## src/rtl/pwr_guard.sv

```systemverilog
module pwr_guard #(
  parameter int AW         = 11,
  parameter int DW         = 8,
  parameter int REC_CYCLES = 400000
) (
  input  logic          clk,
  input  logic          rst_n,
  input  logic          pfail,
  input  logic          batt_low,
  input  logic          host_ce_n,
  input  logic          host_oe_n,
  input  logic          host_we_n,
  input  logic [AW-1:0] host_addr,
  input  logic [DW-1:0] host_wdata,
  output logic [DW-1:0] host_rdata,
  output logic          host_rdata_oe,
  output logic [AW-1:0] mem_addr,
  output logic [DW-1:0] mem_wdata,
  output logic          mem_we,
  input  logic [DW-1:0] mem_rdata
);
  localparam int CW = $clog2(REC_CYCLES + 1);
  localparam int SW = 5 + AW + DW;

  logic [SW-1:0] s1, s2;
  logic          pf_s, bl_s, ce_s, oe_s, we_s;
  logic [AW-1:0] a_s, wa;
  logic [DW-1:0] d_s, wd;
  logic [CW-1:0] cnt;
  logic          wr_req, wr_req_q, wr_act, bad, ready, wr_end;

  always_ff @(posedge clk or negedge rst_n)
    if (!rst_n) begin
      s1 <= {2'b00, 3'b111, {AW{1'b0}}, {DW{1'b0}}};
      s2 <= {2'b00, 3'b111, {AW{1'b0}}, {DW{1'b0}}};
    end else begin
      s1 <= {pfail, batt_low, host_ce_n, host_oe_n, host_we_n, host_addr, host_wdata};
      s2 <= s1;
    end

  assign {pf_s, bl_s, ce_s, oe_s, we_s, a_s, d_s} = s2;

  assign ready  = (cnt == '0) && !pf_s;
  assign wr_req = !ce_s && !we_s;
  assign wr_end = wr_act && !wr_req && !pf_s;

  always_ff @(posedge clk or negedge rst_n)
    if (!rst_n) begin
      cnt      <= CW'(REC_CYCLES);
      bad      <= 1'b0;
      wr_req_q <= 1'b1;
      wr_act   <= 1'b0;
      wa       <= '0;
      wd       <= '0;
    end else begin
      wr_req_q <= wr_req;
      if (pf_s) begin
        cnt    <= CW'(REC_CYCLES);
        wr_act <= 1'b0;
      end else begin
        if (cnt != '0) cnt <= cnt - 1'b1;
        if (cnt == CW'(1)) bad <= bl_s;
        if (wr_end) begin
          wr_act <= 1'b0;
          bad    <= 1'b0;
        end else if (ready && wr_req && !wr_req_q && !wr_act) begin
          wr_act <= 1'b1;
          wa     <= a_s;
          wd     <= d_s;
        end else if (wr_act) begin
          wd     <= d_s;
        end
      end
    end

  assign mem_we        = wr_end && !bad;
  assign mem_addr      = wr_act ? wa : a_s;
  assign mem_wdata     = wd;
  assign host_rdata_oe = ready && !ce_s && !oe_s && we_s;
  assign host_rdata    = host_rdata_oe ? mem_rdata : '0;


  pfail_float_chk: assert property (@(posedge clk) disable iff (!rst_n)
    pf_s |=> !host_rdata_oe);

  pfail_abort_chk: assert property (@(posedge clk) disable iff (!rst_n)
    $rose(pf_s) |=> !wr_act);

  recov_idle_chk: assert property (@(posedge clk) disable iff (!rst_n)
    (cnt != '0) |-> !wr_act);

  single_commit_chk: assert property (@(posedge clk) disable iff (!rst_n)
    mem_we |=> !mem_we);

  bad_clear_chk: assert property (@(posedge clk) disable iff (!rst_n)
    ($fell(bad) && $past(cnt == '0)) |-> $past(wr_act && !wr_req));
endmodule

```

## config.mk

```make
export PLATFORM = sky130hd
export DESIGN_NAME = pwr_guard
export DESIGN_NICKNAME = d
export VERILOG_FILES = /design/src/rtl/pwr_guard.sv
export SDC_FILE = /design/constraint.sdc
export NUM_CORES = 1
export LEC_CHECK = 0
export BUFFER_PORTS_ARGS = -buffer_cell sky130_fd_sc_hd__clkbuf_2
export CORE_MARGIN = 3
export CORE_UTILIZATION = 45
export CTS_CLUSTER_SIZE = 24
export DETAILED_ROUTE_END_ITERATION = 8
export PLACE_DENSITY = 0.74
export SLEW_MARGIN = 20
export SYNTH_ARGS = -nofsm -noshare
export SYNTH_HDL_FRONTEND = slang
export SYNTH_SLANG_ARGS = --single-unit
```

## constraint.sdc

```tcl
create_clock -name clk -period 3.57 [get_ports clk]
set_clock_uncertainty 0.2 [all_clocks]
set_input_delay 0.357 -clock clk [delete_from_list [all_inputs] [get_ports clk]]
set_output_delay 0.357 -clock clk [all_outputs]
set_load 0.03 [all_outputs]
```

==> results.md <==
- Die width: 93.7 um
- Routability cong.: 0.814
- Setup violators final: 0
- VDD IR max: slightly above 0.0003 V
- Leak: 1.98 nW
- GR Util met2: 0.287
- Final setup TNS: 0 ns
- Max Transition Viols Final: 0
- Mapped Cells: 264
- Worst-skew pair later-pin latency: 0.36 ns
- Placed Instances: 422
- Finished Core Util: 0.588
- Met3 usage: 0.0489
- Vias in the first global route: approximately 2,400
- Vias per cell: roughly 5.1
- Max Buffers Root-to-Sink: 2
- CTS clk-pin slew, worst paths: 0.10 ns
- Hold_ws: approximately 0.14 ns
- Reg2reg path depth: 4
- Async S/R FF share, synth: 1.00
- Worst Tran Pin Value: 0.884 ns
- Detail Route Antenna Nets: 0
- Fill count: 590
- Layout cells sized above 1: 0.352
- Non-Filler Instances: ~460
- Hold Crit Class: flop to flop
- Post-synth cell types: 45
- Most frequent cells in the layout: 76 x dfrtp_1, 61 x clkbuf_2, 25 x dlygate4sd3_1, 24 x mux2_2
- Initial antenna violation count: 0
- Worst Setup EP: host_rdata[4]
- Post-Route WL: 6.85 mm
- Crit-path max FO: 9
- CP Data Arrival Time: 2.65 ns
- Worst EP required: 3.01 ns
- CTS buffer count: 9
- Syn Nets: 300
- Synth top area cells: dfrtp_1 55%, dfstp_2 9.9%, mux2_2 7.8%
- IO buf count: 62
- Num rows: 31
- Main synth FF type: dfrtp_1
- Seq/Total Area, Yosys: 0.648
- Total gr overflow: 0
- Clock Tree Root: clkbuf_8
- Number of flops mapped to enable cells by yosys: 0
- Synth Warn #: 0
- WL per Instance: roughly 15 um
- Seq cells post-synth: 89
- Die area: 0.00878 sq mm
- Slew margin rel.: 0.408
- DR DRC count: 0
- I/O Pins: 63
- Starting DRT DRC Count: around 110
- RR Startpoint: cnt[13]
- Largest net degree at the start of global routing: 88
- Worst setup path startpoint: cnt[13]
- Die Height: 93.7 um
- Post-synth top area cell: dfrtp_1
- H-tree Lvls: 3
- First-pass GRT wire length: 11.4 mm
- Number of detailed-route iterations in the first pass: 4
- Crit Path Class: flop to output port
- N_diodes: 0
- Met1 usage: 0.207
- Unrepaired setup endpoints after global routing: false
- GRT Total Usage: 0.168
- R2R Path End: mem_wdata[3]
- Pwr/cell area: between 400 and 500 mW/mm^2
- Hpwl dp: 4.37 mm
- CORE AREA: 0.00737 sq mm
- Worst Setup Start Kind: flop
- Max Cap Viol: 0
- Commonest non-fill, non-tap cell in the layout: dfrtp_1
- Via count: 2,349
- # clock sinks: 89
- Min Tclk post-route: 3.20 ns
- Starting Density: 0.469
- Outcome: finished, final reports clean
- Area grow syn2layout: 25.4%
- Layout Nets: 395
- Post-Syn Area per Cell: 13.1 sq um
- Max frequency: 0.312 GHz
- CTS tree: built
- Hold Fails Final Rpt: 0
- Mapped cell area: 0.00346 sq mm
- Setup crit end kind: output port
- Final Cycle Share: 0.897
- Synth top area share: 0.550
- R2R Setup Slk: 0.95 ns
- Top Usage Layer GRT: met2
==> stage by stage <==
| stage | power (W) | setup WS [ns] | cell area (sq um) |
|---|---|---|---|
| floorplan | 0.00122 | 0.742 | 3460 |
| global placement | 0.00128 | 0.834 | 3890 |
| detailed placement | 0.00129 | 0.740 | 3890 |
| CTS | 0.00198 | 0.334 | 4320 |
| global route | 0.00205 | 0.228 | 4340 |
| finish | 0.00196 | 0.367 | 4340 |
==> state kept, by name, indices dropped and copies added, names as in the netlist <==
name	cells
wr_act	1
wr_req_q	1
bad	1
wa	11
s1	24
cnt	19
mem_wdata	8
s2	24
==> worst min-delay path by stage <==
stage / startpoint / endpoint / cells past startpoint
detailed placement: s1[15] / s2[15] / 0
global route: s1[19] / s2[19] / 0
CTS: rst_n / cnt[5] / 1
floorplan: rst_n / bad / 0
global placement: s1[7] / s2[7] / 0
finish: s1[9] / s2[9] / 0
==> cells by family after synthesis <==
| group | Yosys count | synth area share |
|---|---|---|
| muxes | 26 | 0.0839 |
| buffers and inverters | 21 | 0.0253 |
| and+or+nand+nor | 90 | 0.161 |
| adders and majority gates | 2 | 0.00723 |
| DFF | 89 | 0.648 |
| AOI/OAI and AO/OA | 36 | 0.0738 |
==> cell type report <==
cell class / count / area, sq um / share of cell area
Clock buffer: 9 / 124 / 0.0286
Clock inverter: 7 / 67.6 / 0.0156
Inverter: 14 / 52.6 / 0.0121
Multi-Input combinational cell: 154 / 1130 / 0.260
Sequential cell: 89 / 2240 / 0.517
Tap cell: 99 / 124 / 0.0286
Timing Repair Buffer: 91 / 597 / 0.138
==> critical path, stage by stage, from the launching register on <==
cell      delay [ns]
dfrtp_1         0.41
or4_1           0.70
or3_4           0.48
nor3_4          0.30
and2_1          0.18
clkbuf_2        0.21
==> power breakdown <==
group	switching, W	internal (W)
Sequential	0.0000382	0.00106
Clock	0.000391	0.000272
Combinational	0.000111	0.0000836
Total	0.000541	0.00142
==> Yosys cell counts (2+ instances only) <==
library cell and count:
o32ai_1 8, nand3_1 5, o21ai_0 5, dfrtp_1 76, nand4_1 3, or3_1 5, nor2b_1 3, ha_1 2
mux2_2 24, nor2_1 10, nor3_4 2, mux2i_1 2, a21oi_1 9, and2_1 8, o211ai_1 2, o31ai_1 3
nor4_1 3, or4_1 6, or3b_2 2, nor4b_1 2, inv_1 13, nor3_1 10, o41ai_1 2, clkbuf_1 4
a211o_1 2, dfstp_2 13, nand2b_1 10, nand2_1 13
==> timing repair <==
action                    CTS  global route
hold endpoints to repair   24            76
gates resized for setup     0             0
hold buffers               24             1
setup buffers               0             0
==> routing by layer <==
metal,vias up,share of wire,routed length (um)
met2,53,0.52,3580
met4,0,0.0086,59
met3,5,0.042,285
met5,-,0,0
li1,1137,-,-
met1,1154,0.43,2930
No activity file was read; power rests on OpenSTA's default activity.
